## src/rtl/twinpred_pkg.sv

```systemverilog
package twinpred_pkg;
    typedef enum logic [0:0] {
        ST_IDLE = 1'b0,
        ST_RUN  = 1'b1
    } seq_state_t;

    localparam int LANE_SRC = 0;
    localparam int LANE_DST = 1;
    localparam int N_LANES  = 2;
endpackage

```

## src/rtl/tp_next_set.sv

```systemverilog
// Lowest set mask bit at or above a start position; a scalar lane
// passes the position through untouched.
module tp_next_set #(
    parameter int N  = 16,
    parameter int IW = 5
) (
    input  logic [N-1:0]  mask,
    input  logic [IW-1:0] pos,
    input  logic          is_vec,
    output logic [IW-1:0] hit,
    output logic          found
);
    always_comb begin
        found = 1'b0;
        hit   = pos;
        if (!is_vec) begin
            found = 1'b1;
        end else begin
            // descending scan: the lowest qualifying bit is written last
            for (int k = N - 1; k >= 0; k--) begin
                if (mask[k] && (k >= int'(pos))) begin
                    found = 1'b1;
                    hit   = IW'(k);
                end
            end
        end
    end
endmodule

```

## src/rtl/tp_xfer_count.sv

```systemverilog
module tp_xfer_count #(
    parameter int CW = 5
) (
    input  logic          clk,
    input  logic          rst_n,
    input  logic          clear,
    input  logic          inc,
    output logic [CW-1:0] count
);
    always_ff @(posedge clk or negedge rst_n) begin
        if (!rst_n)     count <= '0;
        else if (clear) count <= '0;
        else if (inc)   count <= count + CW'(1);
    end
endmodule

```

## src/rtl/twinpred_seq.sv

```systemverilog
module twinpred_seq
    import twinpred_pkg::*;
#(
    parameter int MAX_VL = 16,
    parameter int REG_W  = 7,
    localparam int IW    = $clog2(MAX_VL + 1)
) (
    input  logic              clk,
    input  logic              rst_n,
    input  logic              start,
    input  logic [IW-1:0]     vl,
    input  logic [MAX_VL-1:0] src_mask,
    input  logic [MAX_VL-1:0] dst_mask,
    input  logic [REG_W-1:0]  src_base,
    input  logic [REG_W-1:0]  dst_base,
    input  logic              src_vec,
    input  logic              dst_vec,
    output logic              busy,
    output logic              xfer_valid,
    output logic [REG_W-1:0]  xfer_src,
    output logic [REG_W-1:0]  xfer_dst,
    output logic              done,
    output logic [IW-1:0]     xfer_count
);
    seq_state_t state_q, state_d;

    logic [IW-1:0]                     vl_q;
    logic [N_LANES-1:0][MAX_VL-1:0]    mask_q;
    logic [N_LANES-1:0][REG_W-1:0]     base_q;
    logic [N_LANES-1:0]                vec_q;
    logic [N_LANES-1:0][IW-1:0]        idx_q;
    logic [N_LANES-1:0][IW-1:0]        hit;
    logic [N_LANES-1:0]                found;
    logic [N_LANES-1:0]                lane_ok;
    logic                              pair_ok;
    logic                              accept;
    logic [IW-1:0]                     vl_eff;

    assign accept = (state_q == ST_IDLE) && start;
    assign vl_eff = (int'(vl) > MAX_VL) ? IW'(MAX_VL) : vl;

    // per-lane skip logic and index registers
    for (genvar g = 0; g < N_LANES; g++) begin : g_lane
        tp_next_set #(.N(MAX_VL), .IW(IW)) u_find (
            .mask   (mask_q[g]),
            .pos    (idx_q[g]),
            .is_vec (vec_q[g]),
            .hit    (hit[g]),
            .found  (found[g])
        );

        assign lane_ok[g] = found[g] && (hit[g] < vl_q);

        always_ff @(posedge clk or negedge rst_n) begin
            if (!rst_n) begin
                idx_q[g] <= '0;
            end else if (accept) begin
                idx_q[g] <= '0;
            end else if (state_q == ST_RUN && pair_ok && vec_q[g]) begin
                idx_q[g] <= hit[g] + IW'(1);
            end
        end
    end

    assign pair_ok = &lane_ok;

    // configuration capture
    always_ff @(posedge clk or negedge rst_n) begin
        if (!rst_n) begin
            vl_q   <= '0;
            mask_q <= '0;
            base_q <= '0;
            vec_q  <= '0;
        end else if (accept) begin
            vl_q             <= vl_eff;
            mask_q[LANE_SRC] <= src_mask;
            mask_q[LANE_DST] <= dst_mask;
            base_q[LANE_SRC] <= src_base;
            base_q[LANE_DST] <= dst_base;
            vec_q[LANE_SRC]  <= src_vec;
            vec_q[LANE_DST]  <= dst_vec;
        end
    end

    // state register
    always_ff @(posedge clk or negedge rst_n) begin
        if (!rst_n) state_q <= ST_IDLE;
        else        state_q <= state_d;
    end

    // next state and outputs
    always_comb begin
        state_d    = state_q;
        busy       = 1'b0;
        xfer_valid = 1'b0;
        done       = 1'b0;
        xfer_src   = base_q[LANE_SRC] + REG_W'(hit[LANE_SRC]);
        xfer_dst   = base_q[LANE_DST] + REG_W'(hit[LANE_DST]);
        unique case (state_q)
            ST_IDLE: begin
                if (start) state_d = ST_RUN;
            end
            ST_RUN: begin
                busy       = 1'b1;
                xfer_valid = pair_ok;
                done       = !pair_ok || !vec_q[LANE_DST];
                if (done) state_d = ST_IDLE;
            end
            default: state_d = ST_IDLE;
        endcase
    end

    tp_xfer_count #(.CW(IW)) u_count (
        .clk   (clk),
        .rst_n (rst_n),
        .clear (accept),
        .inc   (xfer_valid),
        .count (xfer_count)
    );
endmodule

```

## config.mk

```make
export PLATFORM = sky130hd
export DESIGN_NAME = twinpred_seq
export DESIGN_NICKNAME = d
export VERILOG_FILES = /design/src/rtl/twinpred_pkg.sv /design/src/rtl/tp_next_set.sv /design/src/rtl/tp_xfer_count.sv /design/src/rtl/twinpred_seq.sv
export SDC_FILE = /design/constraint.sdc
export NUM_CORES = 1
export LEC_CHECK = 0
export BUFFER_PORTS_ARGS = -buffer_cell sky130_fd_sc_hd__buf_2
export CORE_MARGIN = 8
export CORE_UTILIZATION = 25
export CTS_BUF_LIST = sky130_fd_sc_hd__clkbuf_8
export DETAILED_ROUTE_END_ITERATION = 6
export PLACE_DENSITY = 0.45
export SLEW_MARGIN = 25
export SYNTH_ARGS = -nofsm -noshare
export SYNTH_HDL_FRONTEND = slang
export SYNTH_HIERARCHICAL = 1
export SYNTH_SLANG_ARGS = --single-unit
```

## constraint.sdc

```tcl
create_clock -name clk -period 4 [get_ports clk]
set_input_delay 0.4 -clock clk [delete_from_list [all_inputs] [get_ports clk]]
set_output_delay 0.4 -clock clk [all_outputs]
set_load 0.05 [all_outputs]
```

==> impl_metrics.tcl, run 1 <==
set metrics [dict create \
    status "completed" \
    crit_path_end "xfer_dst[5]" \
    dp_hpwl_um 9260 \
    firstDrtPassIters 4 \
    ys_warn_count 6 \
    cp_data_arrival_time_ns 3.41 \
    hold_buffers 0 \
    final_hold_viol_count 0 \
    core_area_um2 17900 \
    crit_path_frequent_cell "a21oi_1" \
    fp.dieH_um 151 \
    fin_util_pct 31.9 \
    worst_pin_slew_ns 0.889 \
    final-setup-viol-count 0 \
    rr_endpoint "u_count/count[3]" \
    ant_nets 0 \
    worstPathRequired_ns 3.60 \
    cts_tree "done" \
    wl_um 12800 \
    remaining_drc_errors 0 \
    antenna_found_initial 0 \
    holdWs_ns 0.153 \
    ys.flop_type "dfrtp_1" \
    syn_to_final_growth_pct 25.9 \
    slowest_delay_ns 0.43 \
    fp.dieW_um 151 \
    track_usage_pct 11.3 \
    via_per_inst 4.83 \
    avgSynthCellArea_um2 9.94 \
    synthCells 456 \
    synth_top_area_cell "dfrtp_1" \
    maxSlewHeadroom_pct 40.6 \
    via_count 3842 \
    drt_iter0_drc 187 \
    rows 49 \
    antenna_cells 0 \
    cp-start-kind "flop" \
    synth_area_leaders "dfrtp_1, mux2_2, ha_1, o21ai_0, a21oi_1" \
    htreeDepth 3 \
    start_util_pct 25.3 \
    cp-end-kind "output pin" \
    criticalPathCategory "flop to output pin" \
    synth-seq-cells 69 \
    synth.distinct_cells 58 \
    crit_fanout 7 \
    maxCapViolCount 0 \
    synthTopCellsByCount "dfrtp_1, mux2_2, inv_1" \
    async_flop_share_pct 100 \
    r2r_start "idx_q[1]" \
    ys_seq_area_share_pct 38.1 \
    cp_num_buf_inv 2 \
    preCtsSetupSlack_ns 0.159 \
    cts_buffers 9 \
    synth_edf_count 0 \
    crit_chain "buf_12, or2_1, a221oi_2, o211ai_1, a22o_1, ha_1, a21o_1, a21oi_1, o21ai_0, a21oi_1, xnor2_1, buf_4" \
    worst_path_max_delay_cell "dfrtp_2" \
    top_level_ports 78 \
    cts.clk_slew.worst_paths_ns 0.08 \
    grt.overflow.total 0 \
    period_needed_ns 3.81 \
    portBuffers 77 \
    grt_pass1_wl_um 20000 \
    gp_congestion 0.829 \
    finalClockSkew_ns 0.0111 \
    nets 642 \
    cts_sinks 69 \
    clk_latency_ns 0.36 \
    synth_most_common_cell "dfrtp_1" \
    synth_nets 535 \
    cp-startpoint "idx_q[6]" \
    clk_path_buf_depth 2 \
    max_freq_ghz 0.262 \
    crit_cells 12 \
    rsz0062_at_grt "true" \
    fin_crit_sh_pct 95.3 \
    netlist_area_um2 4530 \
    drive_gt1_share_pct 38.3 \
    grt_max_degree 40 \
    slew_viol_final 0 \
    grt_pass1_vias 3832 \
    min_path_type "input port to asynchronous set/reset pin" \
    cpLargestDelayFamily "compound AO/OA/AOI/OAI gates" \
    r2r_setup_slack_ns 0.64 \
    cts_root_buf "clkbuf_8" \
    reg2regPathDepth 14 \
    post_drt_wl_per_cell_um 16.0 \
    die_area_um2 22700 \
    synth_top_area_share_pct 38.1 \
    setup_ws_ns 0.188 \
]
flip-flops by register name (all words and copies together), names as in the netlist:
name / flops
idx_q: 10
vec_q: 2
mask_q: 32
state_q: 1
base_q: 14
vl_q: 5
u_count/count: 5
through the flow:
step                area [um2]  instances  TNS (ns)
floorplan                 4530        456         0
global route              5700        796   -0.0927
CTS                       5410        769         0
finish                    5700        796         0
global placement          5160        750         0
detailed placement        5160        750         0
worst reg2reg max path, delay by kind of cell, from the launching register on:
kind	cells	cell delay [ns]
AND/OR/NAND/NOR	5	0.90
flip-flops	1	0.46
AO/OA/AOI/OAI	5	1.01
buffers and inverters	3	0.53
multiplexers	1	0.33
kinds of logic after synthesis:
family                     after synthesis  share of synthesized area (%)
muxes                                   48                           12.0
adders and majority gates               23                           6.68
xor gates and xnor gates                15                           2.90
and+or+nand+nor                        131                           16.4
AOI/OAI and AO/OA                      118                           18.2
DFF                                     69                           38.1
buffers and inverters                   52                           5.69
worst min path at each step:
stage / slack [ns] / from / to / cells past startpoint
floorplan: 0.10 / rst_n / base_q[0] / 0
global placement: 0.49 / mask_q[12] / mask_q[12] / 1
detailed placement: 0.49 / mask_q[12] / mask_q[12] / 1
CTS: 0.18 / rst_n / mask_q[7] / 1
global route: 0.22 / rst_n / mask_q[7] / 1
finish: 0.15 / rst_n / mask_q[7] / 1
final cells by class:
type                            count  area [um2]
Timing Repair Buffer              119         768
Clock buffer                       11         151
Sequential cell                    69        1740
Clock inverter                      4        41.3
Fill cell                        1860       12200
Multi-Input combinational cell    335        2610
Inverter                           29         109
Tap cell                          229         287
placed cells by master, fill, tap and decap left out, drive strengths merged, types with 7 or more instances in the layout:
cell type / n
a21o: 8
xnor2: 11
o21ai: 30
nor2: 26
ha: 21
a21oi: 23
nand3: 19
a31oi: 7
nor2b: 15
dfrtp: 69
buf: 110
nand2: 30
clkbuf: 20
nand2b: 8
mux2: 47
nand3b: 7
inv: 32
o211ai: 8
repair_timing:
action | in CTS | in global routing
endpoints found under the setup margin | 6 | 6
resized for setup | 12 | 25
buffers inserted | 4 | 27
pin swaps | 0 | 6
routing by layer:
layer	share of wire, %	track usage, %	up-vias	wire [um]
met5	0	0	-	0
met4	1.7	4.60	0	214
met3	3.3	2.16	13	422
met2	48	18.7	78	6130
met1	47	14.1	1882	6000
li1	-	-	1869	-
Power of run 1 is not shown: default switching activity piles up to over one toggle a cycle in this logic, so the estimate is an artifact.
==> run 2, diff against run 1 <==
CORE_UTILIZATION = 57   (was 25)
CTS_BUF_LIST = sky130_fd_sc_hd__clkbuf_16   (was sky130_fd_sc_hd__clkbuf_8)
PLACE_DENSITY = 0.84   (was 0.45)
==> run 2 against run 1 <==
Against the previous run:
- worst setup slack got worse by 0.11 ns
- critical path depth up 2
- sequential share of layout area increased by 1.5 points
- critical endpoint is now xfer_src[6]
- non-clock buffer count fell by 19
- core utilization is 39 points higher
- clock skew down 0.0064 ns
- global-route usage grew 8.6 points
- design area shrank 4.7%
==> impl_metrics.tcl, run 2 (synthesis results as in run 1) <==
set metrics [dict create \
    status "completed" \
    slew_viol_final 0 \
    antenna_found_initial 0 \
    use_met3_pct 4.73 \
    fin_crit_sh_pct 97.9 \
    largest_reg_flops 32 \
    num-fill-cells 594 \
    die_area_um2 11100 \
    layout_commonest_cell "buf_2" \
    core_area_um2 7730 \
    final_hold_viol_count 0 \
    cp-end-kind "output pin" \
    dp_hpwl_um 8080 \
    cts_root_buf "clkbuf_16" \
    gp_congestion 0.913 \
    fp.dieW_um 105 \
    remaining_drc_errors 0 \
    nets 623 \
    start_util_pct 58.6 \
    cp-start-kind "flop" \
    maxSlewHeadroom_pct 55.8 \
    wl_um 11200 \
    grt_pass1_wl_um 18500 \
    grt_max_degree 51 \
    min_path_type "input port to asynchronous set/reset pin" \
    maxCapViolCount 0 \
    timing.setup.tns_ns 0 \
    multiInputGateArea_um2 2590 \
    antenna_cells 0 \
    fp.dieH_um 105 \
    r2r_start "idx_q[6]" \
    cts.clk_slew.worst_paths_ns 0.06 \
    gr-usage-met2_pct 31.7 \
    cp_data_arrival_time_ns 3.52 \
    top_register "mask_q" \
    r2r_setup_slack_ns 0.63 \
    top_level_ports 78 \
    rr_endpoint "u_count/count[4]" \
    via_per_inst 5.94 \
    htreeDepth 3 \
    syn_to_final_growth_pct 20.0 \
    placed_cell_area_um2 5000 \
    firstDrtPassIters 5 \
    largest_registers "mask_q: 32 flops, base_q: 14 flops, idx_q: 10 flops" \
    seqCellArea_um2 1740 \
    worst_pin_slew_ns 0.663 \
    final_area_um2 5440 \
    crit_chain "nand2_2, and3b_4, and3b_1, o31ai_1, a31o_2, ha_1, inv_1, fa_1, nor2b_1, o21ai_1, a21boi_1, o21ai_0, xnor2_1, buf_4" \
    ant_nets 0 \
    post_drt_wl_per_cell_um 17.2 \
    worst_path_max_delay_cell "dfrtp_2" \
    cp-startpoint "idx_q[3]" \
    grt_pass1_vias 3864 \
    clk_path_buf_depth 2 \
    cts_sinks 69 \
    cts_buffers 9 \
    cts_tree "done" \
    finalClockSkew_ns 0.00473 \
    use_met1_pct 25.9 \
    period_needed_ns 3.92 \
    reg2regPathDepth 14 \
    grt-busiest-layer "met2" \
    drive_gt1_share_pct 35.9 \
    track_usage_pct 19.9 \
    criticalPathCategory "flop to output pin" \
    final_cell_mix "buf_2, dfrtp_1, mux2_2" \
    rows 32 \
    clk_latency_ns 0.33 \
    max_freq_ghz 0.255 \
    grt.overflow.total 0 \
    drt_iter0_drc 354 \
    dp_cells 623 \
    instances_no_fill 651 \
    slowest_delay_ns 0.51 \
    via_count 3868 \
    holdWs_ns 0.0634 \
    final-setup-viol-count 0 \
    crit_fanout 12 \
    portBuffers 77 \
    worstPathRequired_ns 3.60 \
]
-- run 2: cell types whose count changed in the layout (fill, tap and decap cells not counted), sizes merged --
cell,previous run,this run
buf,110,97
clkbuf,20,12
clkinv,0,4
clkinvlp,0,1
inv,32,30
-- run 2: per-stage QoR --
step	utilization [%]	setup slack (ns)
2_1_floorplan	-	0.132
3_3_place_gp	64.7	0.284
3_5_place_dp	64.7	0.159
4_1_cts	68.5	0.0194
5_1_grt	70.4	-0.0266
6_report	70.4	0.0825
-- run 2: metal layers --
metal  up-vias  routed length (um)
li1       1823                   -
met1      1878                5000
met2       156                5470
met3        11                 630
met4         0                 114
met5         -                   0
-- run 2: worst max path at each step --
| stage | end | cells past startpoint |
|---|---|---|
| floorplan | u_count/count[4] | 14 |
| CTS | xfer_dst[6] | 14 |
| global placement | xfer_valid | 12 |
| detailed placement | xfer_src[6] | 14 |
| global route | done | 13 |
| finish | xfer_src[6] | 14 |
-- run 2: area by class of cell --
class	count	area share [%]
clock inverters	7	1.06
well taps	102	2.35
clock buffers	9	4.14
flip-flops and latches	69	32.0
repair buffers	100	10.8
multi-input cells	335	47.7
inverters	29	2.00
-- run 2: repair_timing --
action                                  4_1_cts  5_1_grt
hold buffers                                  0        0
buffers inserted                              0       12
pin swaps                                     0        5
resized for setup                            10       22
endpoints found under the setup margin        4        6
-- run 2: critical path, delay by kind of cell, from the launching register on --
kind	cells	cell delay [ns]
simple gates	4	0.66
xor+xnor	1	0.18
flops	1	0.51
buf+inv	2	0.28
fa+ha+maj	2	0.58
compound gates	5	0.95
Power of run 2 is left out for the same reason.
==> run 3, diff against run 2 <==
CELL_PAD_IN_SITES_DETAIL_PLACEMENT = 1   (was unset)
CELL_PAD_IN_SITES_GLOBAL_PLACEMENT = 2   (was unset)
CORE_UTILIZATION = 36   (was 57)
==> run 3 against run 2 <==
Against the previous run:
- wire length up 8.4%
- global-route usage fell by 4.4 points
- clock skew rose by 0.0016 ns
- worst setup slack improved by 0.12 ns
- core utilization shrank 27 points
- flip-flop and latch count unchanged
- worst hold slack better by 0.028 ns
- count of clock-buffer cells in the layout did not move
- maximum frequency up 3.1%
- design area increased by 0.55%
- sequential share of layout area shrank 0.15 points
- first-iteration DRC count shrank 38%
==> impl_metrics.tcl, run 3 (synthesis results as in run 1) <==
set metrics [dict create \
    status "completed" \
    post_drt_wl_per_cell_um 16.9 \
    slowest_delay_ns 0.47 \
    die_area_um2 16400 \
    drt_iter0_drc 218 \
    top_level_ports 78 \
    r2r_start "idx_q[0]" \
    portBuffers 77 \
    core_area_um2 12500 \
    top_register "mask_q" \
    cts_buffers 9 \
    grt_max_degree 59 \
    cp_data_arrival_time_ns 3.40 \
    dp_hpwl_um 9080 \
    syn_to_final_growth_pct 20.7 \
    layout_commonest_cell "buf_2" \
    htreeDepth 3 \
    r2r_setup_slack_ns 0.47 \
    finalClockSkew_ns 0.00637 \
    cts_sinks 69 \
    antenna_cells 0 \
    criticalPathCategory "flop to output pin" \
    remaining_drc_errors 0 \
    via_count 3787 \
    clk_path_buf_depth 2 \
    nets 622 \
    worst_pin_slew_ns 0.646 \
    ant_nets 0 \
    cts_root_buf "clkbuf_16" \
    clk_latency_ns 0.33 \
    maxSlewHeadroom_pct 57.0 \
    crit_chain "buf_4, a21bo_2, a221oi_2, o211ai_1, a22o_1, ha_1, a21o_1, a21oi_1, o21ai_0, a21oi_1, xnor2_1, buf_2" \
    track_usage_pct 15.5 \
    final-setup-viol-count 0 \
    rows 41 \
    drive_gt1_share_pct 35.3 \
    grt_pass1_vias 4089 \
    largest_reg_flops 32 \
    preCtsSetupSlack_ns 0.198 \
    fp.dieW_um 128 \
    final_hold_viol_count 0 \
    wl_um 12200 \
    crit_fanout 8 \
    final_cell_mix "buf_2, dfrtp_1, mux2_2" \
    crit_path_frequent_cell "a21oi_1" \
    grt_pass1_wl_um 20400 \
    worstPathRequired_ns 3.60 \
    start_util_pct 36.4 \
    via_per_inst 5.27 \
    period_needed_ns 3.80 \
    worst_path_max_delay_cell "dfrtp_2" \
    rr_endpoint "u_count/count[4]" \
    fin_crit_sh_pct 95.0 \
    maxCapViolCount 0 \
    final_area_um2 5470 \
    cts_tree "done" \
    cp-end-kind "output pin" \
    num-fill-cells 1455 \
    grt.overflow.total 0 \
    placed_cell_area_um2 5080 \
    max_freq_ghz 0.263 \
    largest_registers "mask_q: 32 flops, base_q: 14 flops, idx_q: 10 flops" \
    min_path_type "input port to asynchronous set/reset pin" \
    fp.dieH_um 128 \
    slew_viol_final 0 \
    reg2regPathDepth 13 \
    cp-start-kind "flop" \
    setup_ws_ns 0.200 \
    antenna_found_initial 0 \
    firstDrtPassIters 4 \
    gp_congestion 0.852 \
    cts.clk_slew.worst_paths_ns 0.06 \
    hold_buffers 0 \
]
-- run 3: repair_timing --
item | 4_1_cts | 5_1_grt
gates resized for setup | 10 | 16
pin swaps | 2 | 6
setup buffers | 1 | 11
endpoints found under the setup margin | 3 | 7
hold endpoints to repair | 0 | 0
-- run 3: how the worst max path moves through the flow --
stage / start / to / slack, ns / cells after the start
2_1_floorplan: idx_q[8] / u_count/count[4] / 0.13 / 14
3_3_place_gp: idx_q[8] / xfer_dst[6] / 0.38 / 14
3_5_place_dp: idx_q[1] / xfer_src[6] / 0.20 / 14
4_1_cts: idx_q[0] / done / 0.02 / 12
5_1_grt: idx_q[8] / xfer_dst[6] / -0.02 / 15
6_report: idx_q[0] / xfer_src[5] / 0.20 / 12
-- run 3: stage by stage --
stage / hold WS (ns) / std cells / TNS [ns] / utilization [%]
after CTS: 0.101 / 708 / 0 / 42.9
after global routing: 0.123 / 719 / -0.0170 / 43.9
after detailed placement: 0.467 / 692 / 0 / 40.8
after global placement: 0.485 / 692 / 0 / 40.7
final: 0.0916 / 719 / 0 / 43.9
after floorplan: 0.104 / 456 / 0 / -
-- run 3: critical path, delay by kind of cell (launching register included) --
| family | cells | cell delay, ns |
|---|---|---|
| XOR/XNOR | 1 | 0.13 |
| adder cells (fa/ha/maj) | 1 | 0.31 |
| AO/OA/AOI/OAI | 8 | 1.70 |
| buffers and inverters | 2 | 0.46 |
| flip-flops | 1 | 0.47 |
-- run 3: layer usage --
metal,up-vias,track usage [%],routed length [um]
met5,-,0,0
met4,0,7.06,191
met3,15,3.54,510
met2,82,25.2,5960
met1,1867,19.2,5500
li1,1823,-,-
-- run 3: final cells by class --
| class | count | area, um2 | area share, % |
|---|---|---|---|
| multi-input cells | 335 | 2590 | 47.3 |
| flip-flops and latches | 69 | 1740 | 31.8 |
| repair buffers | 99 | 568 | 10.4 |
| clock buffers | 9 | 225 | 4.12 |
| well taps | 172 | 215 | 3.94 |
| inverters | 29 | 109 | 1.99 |
| clock inverters | 6 | 25.0 | 0.458 |
Power of run 3 is left out for the same reason.
